<file path="src/rtl/ts_pkg.sv">
package ts_pkg;

    typedef struct packed {
        logic       ie;
        logic [2:0] isel;
        logic       osc;
    } ctrl_t;

    // log2 of the interrupt interval in seconds for each select code
    function automatic int unsigned interval_shift(input logic [2:0] code);
        case (code)
            3'd0:    return 0;
            3'd1:    return 2;
            3'd2:    return 5;
            3'd3:    return 6;
            3'd4:    return 11;
            3'd5:    return 12;
            3'd6:    return 16;
            default: return 17;
        endcase
    endfunction

endpackage

</file>
<file path="src/rtl/ts_prescaler.sv">
module ts_prescaler #(
    parameter int PRESCALE = 32768
) (
    input  logic clk,
    input  logic rst_n,
    input  logic tick_en,
    input  logic osc_en,
    output logic sec_tick
);
    localparam int PRE_W = (PRESCALE > 1) ? $clog2(PRESCALE) : 1;
    localparam logic [PRE_W-1:0] PRE_LAST = PRE_W'(PRESCALE - 1);

    typedef struct packed {
        logic [PRE_W-1:0] pre;
    } pre_state_t;

    pre_state_t st_d, st_q;

    always_comb begin
        st_d     = st_q;
        sec_tick = 1'b0;
        if (!osc_en) begin
            st_d.pre = '0;
        end else if (tick_en) begin
            if (st_q.pre == PRE_LAST) begin
                st_d.pre = '0;
                sec_tick = 1'b1;
            end else begin
                st_d.pre = st_q.pre + 1'b1;
            end
        end
    end

    always_ff @(posedge clk or negedge rst_n) begin
        if (!rst_n) st_q <= '0;
        else        st_q <= st_d;
    end

    // a stopped oscillator leaves the divider at zero
    p_pre_clear_r3: assert property (@(posedge clk) disable iff (!rst_n)
        !osc_en |=> (st_q.pre == '0));

    // no tick without an enabled oscillator and a time-base enable
    p_tick_gated_r1: assert property (@(posedge clk) disable iff (!rst_n)
        sec_tick |-> (osc_en && tick_en));

endmodule

</file>
<file path="src/rtl/ts_irq_gen.sv">
module ts_irq_gen
    import ts_pkg::*;
#(
    parameter int CNT_W     = 32,
    parameter int PULSE_LEN = 32
) (
    input  logic             clk,
    input  logic             rst_n,
    input  logic             tick_en,
    input  logic             sec_tick,
    input  logic             ie,
    input  logic [2:0]       isel,
    input  logic [CNT_W-1:0] cnt_next,
    output logic             irq_n
);
    localparam int LEN_W = $clog2(PULSE_LEN + 1);
    localparam logic [LEN_W-1:0] LEN_INIT = LEN_W'(PULSE_LEN);

    typedef struct packed {
        logic [LEN_W-1:0] left;
    } irq_state_t;

    irq_state_t st_d, st_q;
    logic [CNT_W-1:0] mask;
    logic             fire;

    always_comb begin
        mask = (CNT_W'(1) << interval_shift(isel)) - CNT_W'(1);
        fire = sec_tick && ie && ((cnt_next & mask) == '0);
        st_d = st_q;
        if (fire) begin
            st_d.left = LEN_INIT;
        end else if (tick_en && st_q.left != '0) begin
            st_d.left = st_q.left - 1'b1;
        end
    end

    always_ff @(posedge clk or negedge rst_n) begin
        if (!rst_n) st_q <= '0;
        else        st_q <= st_d;
    end

    assign irq_n = (st_q.left == '0);

    // an aligned tick starts a pulse
    p_pulse_start_r8: assert property (@(posedge clk) disable iff (!rst_n)
        fire |=> !irq_n);

    // an idle output stays idle while interrupts are disabled
    p_no_irq_r9: assert property (@(posedge clk) disable iff (!rst_n)
        (irq_n && !ie) |=> irq_n);

endmodule

</file>
<file path="src/rtl/sec_timekeeper.sv">
module sec_timekeeper
    import ts_pkg::*;
#(
    parameter int CNT_W     = 32,
    parameter int PRESCALE  = 32768,
    parameter int PULSE_LEN = 32
) (
    input  logic             clk,
    input  logic             rst_n,
    input  logic             tick_en,
    input  logic             ctrl_wr,
    input  logic [7:0]       ctrl_wdata,
    input  logic             stage_wr,
    input  logic [CNT_W-1:0] stage_wdata,
    input  logic             commit,
    input  logic             snap_req,
    output logic [7:0]       ctrl_rdata,
    output logic [CNT_W-1:0] snap_data,
    output logic             irq_n
);
    typedef struct packed {
        ctrl_t            ctrl;
        logic [CNT_W-1:0] cnt;
        logic [CNT_W-1:0] stage;
        logic [CNT_W-1:0] snap;
    } core_state_t;

    core_state_t st_d, st_q;
    logic        sec_tick;
    logic [CNT_W-1:0] cnt_inc;
    logic        unused_wbits;

    assign unused_wbits = ^ctrl_wdata[2:0];

    ts_prescaler #(.PRESCALE(PRESCALE)) u_pre (
        .clk      (clk),
        .rst_n    (rst_n),
        .tick_en  (tick_en),
        .osc_en   (st_q.ctrl.osc),
        .sec_tick (sec_tick)
    );

    always_comb begin
        cnt_inc = st_q.cnt + 1'b1;
        st_d    = st_q;
        if (ctrl_wr) begin
            st_d.ctrl.ie   = ctrl_wdata[7];
            st_d.ctrl.isel = ctrl_wdata[6:4];
            st_d.ctrl.osc  = ctrl_wdata[3];
        end
        if (stage_wr) st_d.stage = stage_wdata;
        if (commit)        st_d.cnt = st_q.stage;
        else if (sec_tick) st_d.cnt = cnt_inc;
        if (snap_req) st_d.snap = st_q.cnt;
    end

    always_ff @(posedge clk or negedge rst_n) begin
        if (!rst_n) st_q <= '0;
        else        st_q <= st_d;
    end

    ts_irq_gen #(.CNT_W(CNT_W), .PULSE_LEN(PULSE_LEN)) u_irq (
        .clk      (clk),
        .rst_n    (rst_n),
        .tick_en  (tick_en),
        .sec_tick (sec_tick),
        .ie       (st_q.ctrl.ie),
        .isel     (st_q.ctrl.isel),
        .cnt_next (cnt_inc),
        .irq_n    (irq_n)
    );

    assign ctrl_rdata = {st_q.ctrl.ie, st_q.ctrl.isel, st_q.ctrl.osc, st_q.ctrl.osc, 2'b00};
    assign snap_data  = st_q.snap;

    // count frozen while the oscillator is off and nothing is loaded
    p_hold_r3: assert property (@(posedge clk) disable iff (!rst_n)
        (!st_q.ctrl.osc && !commit) |=> $stable(st_q.cnt));

    // a tick advances the count by one, modulo 2^CNT_W
    p_step_r1: assert property (@(posedge clk) disable iff (!rst_n)
        (sec_tick && !commit) |=> (st_q.cnt == $past(st_q.cnt) + 1'b1));

    // a commit loads the staged value
    p_commit_r7: assert property (@(posedge clk) disable iff (!rst_n)
        commit |=> (st_q.cnt == $past(st_q.stage)));

    // the snapshot only moves on a request
    p_snap_stable_r6: assert property (@(posedge clk) disable iff (!rst_n)
        !snap_req |=> $stable(snap_data));

endmodule

</file>
<file path="config.mk">
export PLATFORM = sky130hd
export DESIGN_NAME = sec_timekeeper
export DESIGN_NICKNAME = d
export VERILOG_FILES = /design/src/rtl/ts_pkg.sv /design/src/rtl/ts_prescaler.sv /design/src/rtl/ts_irq_gen.sv /design/src/rtl/sec_timekeeper.sv
export SDC_FILE = /design/constraint.sdc
export NUM_CORES = 1
export LEC_CHECK = 0
export BUFFER_PORTS_ARGS = -buffer_cell sky130_fd_sc_hd__buf_2
export CORE_MARGIN = 3
export CORE_UTILIZATION = 45
export CTS_CLUSTER_SIZE = 12
export DETAILED_ROUTE_END_ITERATION = 10
export PLACE_DENSITY_LB_ADDON = 0.3
export SYNTH_ARGS = -nofsm -noshare
export SYNTH_HDL_FRONTEND = slang
export SYNTH_HIERARCHICAL = 1
export SYNTH_SLANG_ARGS = --single-unit
</file>
<file path="constraint.sdc">
create_clock -name clk -period 2.96 [get_ports clk]
set_input_delay 0.148 -clock clk [delete_from_list [all_inputs] [get_ports clk]]
set_output_delay 0.148 -clock clk [all_outputs]
set_load 0.02 [all_outputs]
</file>
# Yosys cells after proc, flatten, opt, wreduce, memory -nomap -nowiden
# Index checks and enable logic that the tools add are counted.
[word_totals]
reg_bits = 122
latch_bits = 0
mem_bits_rw = 0
mem_bits_ro = 0
in_bits = 47
output_inout_bits = 41
word_cells = 42
n_memories = 0
[classes]
addsub = 4
n_mul = 0
div_mod_pow = 0
n_lt_le_gt_ge = 0
n_eq_ne = 8
shifts = 1
muxes = 11
bitwise_logic = 1
n_reduce_logical = 9
[ops]
columns = ["operator", "n"]
rows = [
  ["32-bit two-way mux", 2],
  ["15-bit two-way mux", 3],
  ["5-bit case mux with 7 select lines", 1],
  ["32-bit by 1-bit adder with 32-bit output, second input constant", 1],
  ["32-bit bitwise AND", 1],
  ["32-bit zero test", 1],
  ["1-bit by 5-bit left shift with 32-bit output, first input constant", 1],
  ["32-bit by 2-bit subtractor with 32-bit output, second input constant", 1],
  ["15-bit by 1-bit adder with 15-bit output, second input constant", 1],
  ["15-bit equality test, second input constant", 1],
  ["6-bit two-way mux", 2],
  ["3-bit equality test, second input constant", 3],
  ["3-bit by 2-bit equality test with 1-bit output, second input constant", 2],
  ["6-bit zero test", 1],
  ["6-bit nonzero test", 1],
  ["6-bit by 1-bit subtractor with 6-bit output, second input constant", 1],
  ["2-bit nonzero test", 2],
  ["3-bit by 1-bit equality test with 1-bit output, second input constant", 1],
  ["1-bit logical AND", 3],
  ["3-bit zero test", 1],
  ["1-bit two-way mux", 3],
  ["2-bit != test, second input constant", 1],
]

# Longest topological paths before layout
[logic_depth]
word_depth = 8
ltp_mapped = 12
ltp_nobuf = 10

# Modules after synthesis
# Netlist, hierarchy kept.
[modules_own_cells]
columns = ["mod", "n_inst", "cells_per_inst", "area_per_inst_um2", "seq_area_each_um2"]
rows = [
  ["sec_timekeeper", 1, 488, 5236.3, 2527.4],
  ["ts_prescaler", 1, 82, 802.0, 375.4],
  ["ts_irq_gen", 1, 76, 613.1, 150.1],
]

# Least setup slack after synthesis
# No wires, ideal clock.
[synth_path]
kind = "register -> register"
startpoint = "register st_q[65] in the netlist's numbering"
endpoint = "register u_irq/st_q[0] in the netlist's numbering"
setup_ns = 0.132
arrival_ns = 3.011
t_required_ns = 2.828
setup_slack_ns = -0.183
stages_incl_launch_ff = 13
n_path_buf = 2
synth_period_minus_slack_ns = 3.143
path_cell_list = "dfrtp_1 > ha_1 > and4_1 > buf_2 > nand3_1 > clkbuf_1 > nor3_1 > xor2_1 > or4_1 > o41ai_2 > o2111ai_1 > nor4_4 > nor2_1"
[synth_between]
elab_chain_len = 5
word_cells_on_any_way = 6
cone_classes = "1 x add/sub; 1 x mux; 1 x bitwise; 3 x reduce/logical"
[synth_lines]
columns = ["item", "line", "rtl"]
rows = [
  ["from (decl)", "sec_timekeeper.sv:28", "core_state_t st_d, st_q;"],
  ["from (signal assigned)", "sec_timekeeper.sv:59", "else st_q <= st_d;"],
  ["32-bit by 1-bit adder with 32-bit output *", "sec_timekeeper.sv:44", "cnt_inc = st_q.cnt + 1'b1;"],
  ["named net cnt_inc[24]", "sec_timekeeper.sv:30", "logic [CNT_W-1:0] cnt_inc;"],
  ["32-bit bitwise AND *", "ts_irq_gen.sv:29", "fire = sec_tick && ie && ((cnt_next & mask) == '0);"],
  ["32-bit zero test *", "ts_irq_gen.sv:29", ""],
  ["1-bit logical AND *", "ts_irq_gen.sv:29", ""],
  ["6-bit two-way mux / 2-bit nonzero test (equally long branches)", "--", ""],
  ["to (signal assigned)", "ts_irq_gen.sv:40", "else st_q <= st_d;"],
  ["to (decl)", "ts_irq_gen.sv:23", "irq_state_t st_d, st_q;"],
]
# The timed path passes the listed nets; every way through them passes the cells marked *.
# A chain may end at the register's enable or synchronous reset.

# Worst setup path in the final report
[layout_path]
startpoint = "register st_q[65] in the netlist's numbering"
endpoint = "register u_irq/st_q[1] in the netlist's numbering"
# The elaborated chain is that of the path after synthesis.

==> impl_metrics.ini <==
[sta]
relSlewSlack_pct = 46.5
fmax_mhz = 355
finClkSkew_ns = 0.00986
worst_slew_pin_slew_ns = 0.798
setup_violations = 0
min_period_ns = 2.82
hold_violations = 0
fin_crit_sh_pct = 95.2
slew_violations = 0

[routing]
routed.top_layer = met4
met2_length_mm = 6.68
vias = 5120
dr_wl_met3_um = 789
via_per_inst = 5.57
drt_first_iter_violations = 297
wl_per_cell_um = 16.1
firstDrtPassIters = 5
m1WireLength_mm = 7.09
drc_errors = 0
ant_nets = 0
drt-total-wl_mm = 14.8

[worst_setup_path]
critPathBufInv = 1
cpPeakStageDelay_ns = 0.53
worstPathRequired_ns = 3.24
cp-start-kind = flop
cp.arrival_ns = 3.10
critPathKind = reg2reg
cpMaxStageDelayCell = or4_4
path_delay_family = simple AND/OR/NAND/NOR gates
end_kind = flop
cp_cell_sequence = ha_4 -> and4_4 -> and3_4 -> nand3_1 -> xnor2_1 -> or4_4 -> o41ai_4 -> o2111ai_2 -> nor4_4 -> buf_4 -> a211oi_1
cp_max_fo = 6

[floorplan]
dieArea_mm2 = 0.0160
die_w_um = 127
rows = 43
start_util_pct = 46.6
coreArea_mm2 = 0.0140
io-pin-count = 88
die_h_um = 127

[logic_synthesis]
netlist_area_mm2 = 0.00654
netlist_instances = 629
postSynthAreaPerCell_um2 = 10.4
yosysWarnings = 6

[cts]
clockRootBuffer = clkbuf_16
clock_path_buffers = 2
cts_buffers = 17
cts.clk_slew.worst_paths_ns = 0.06
htreeDepth = 4
cts.sinks = 122
cts_tree = done
clkLatencyLatePin_ns = 0.41

[run]
maxCapViolations = 0

[cells_and_area]
drive_gt1_share_pct = 33.4
seqCellArea_mm2 = 0.00305
final_nets = 780
fillerInstances = 1166
post-route-util_pct = 57.5
n_antenna_cell = 0
multi_input_area_mm2 = 0.00304
syn_to_final_growth_pct = 23.6
instances_no_fill = 920

[grt]
grtUsageTotal_pct = 19.2
grt_pass1_vias = 5005
grt_max_degree = 53
grt_pass1_wl_mm = 25.1
antenna_found_initial = 0
overflow = 0

[placement]
port_buffers = 82
placedCellCount = 850
dp_hpwl_mm = 10.5
gp_congestion = 0.867

[worst_hold_path]
hold_class = in2reg

[run_status]
status = finished clean

[power]
powerDensity_mw_per_mm2 = 606
vdd_drop_max_uv = 387
p_leak_nw = 3.41
finalPower_mw = 4.90
per-layer routing:
| metal | up-vias | GRT usage, % |
|---|---|---|
| met5 | - | 0 |
| met4 | 0 | 5.62 |
| met2 | 144 | 29.1 |
| met3 | 22 | 4.97 |
| met1 | 2538 | 27.3 |
| li1 | 2416 | - |
cells in the final DEF (no fill, tap or decap), types with 15 or more instances in the layout:
cell             n
a31oi_1         20
buf_2           81
buf_4           45
clkbuf_16       17
dfrtp_1        121
dlygate4sd3_1   38
mux2_2          70
nand2_1         38
nand3_1         21
nand4_1         21
nor2_1          43
o21ai_0         23
o31ai_1         15
or4_1           15
xnor2_1         20
xor2_1          28
timing repair:
action	CTS	global route
pin swaps	1	6
setup buffers	1	0
setup endpoints to repair	6	6
hold endpoints to repair	86	0
hold buffers	38	0
resized for setup	0	9
final cells by class:
cell class              count  area share (%)
inverters                   9           0.418
repair buffers            165            14.2
flip-flops and latches    122            37.8
clock inverters            12            1.86
multi-input cells         413            37.6
clock buffers              19            5.36
well taps                 180            2.79
worst reg2reg max path, stage by stage (launching register included):
cell and delay (ns):
dfrtp_2 0.38, ha_4 0.14, and4_4 0.23, and3_4 0.19, nand3_1 0.08, xnor2_1 0.14, or4_4 0.53, o41ai_4 0.41
o2111ai_2 0.20, nor4_4 0.16, buf_4 0.18, a211oi_1 0.05
per-stage QoR:
step	worst slack, ns	TNS, ns	instance area (um^2)	hold slack [ns]
floorplan	0.0141	0	6590	-0.148
global placement	0.0522	0	7060	0.232
detailed placement	-0.0292	-0.0926	7060	0.242
CTS	0.0457	0	8030	0.0885
global route	-0.000835	-0.000835	8080	0.113
finish	0.143	0	8080	0.0929
where the power goes:
part           internal [mW]  total [mW]  leakage [nW]  switching (mW)
clock network           1.31        2.05         0.279           0.732
registers               1.85        1.97          1.47           0.122
logic                  0.400       0.878          1.67           0.478
total                   3.56        4.90          3.41            1.33
final timing paths:
kind / cells after the start / slack, ns / end / from
min in group asynchronous: 2 / 0.33 / snap_data[28] / rst_n
worst min register to register: 2 / 0.47 / st_q[69] / st_q[37]
max in group asynchronous: 3 / 1.94 / st_q[85] / rst_n
worst min-delay path: 2 / 0.09 / ctrl_rdata[4] / ctrl_wr
worst max register to register: 11 / 0.14 / u_irq/st_q[1] / st_q[65]
worst max-delay path: 11 / 0.14 / u_irq/st_q[1] / st_q[65]
sequential cells by signal (all words and copies together), names as in the netlist:
register    cells
ctrl_rdata      5
u_irq/st_q      6
st_q           64
u_pre/st_q     15
snap_data      32
(Power assumes the default switching activity.)
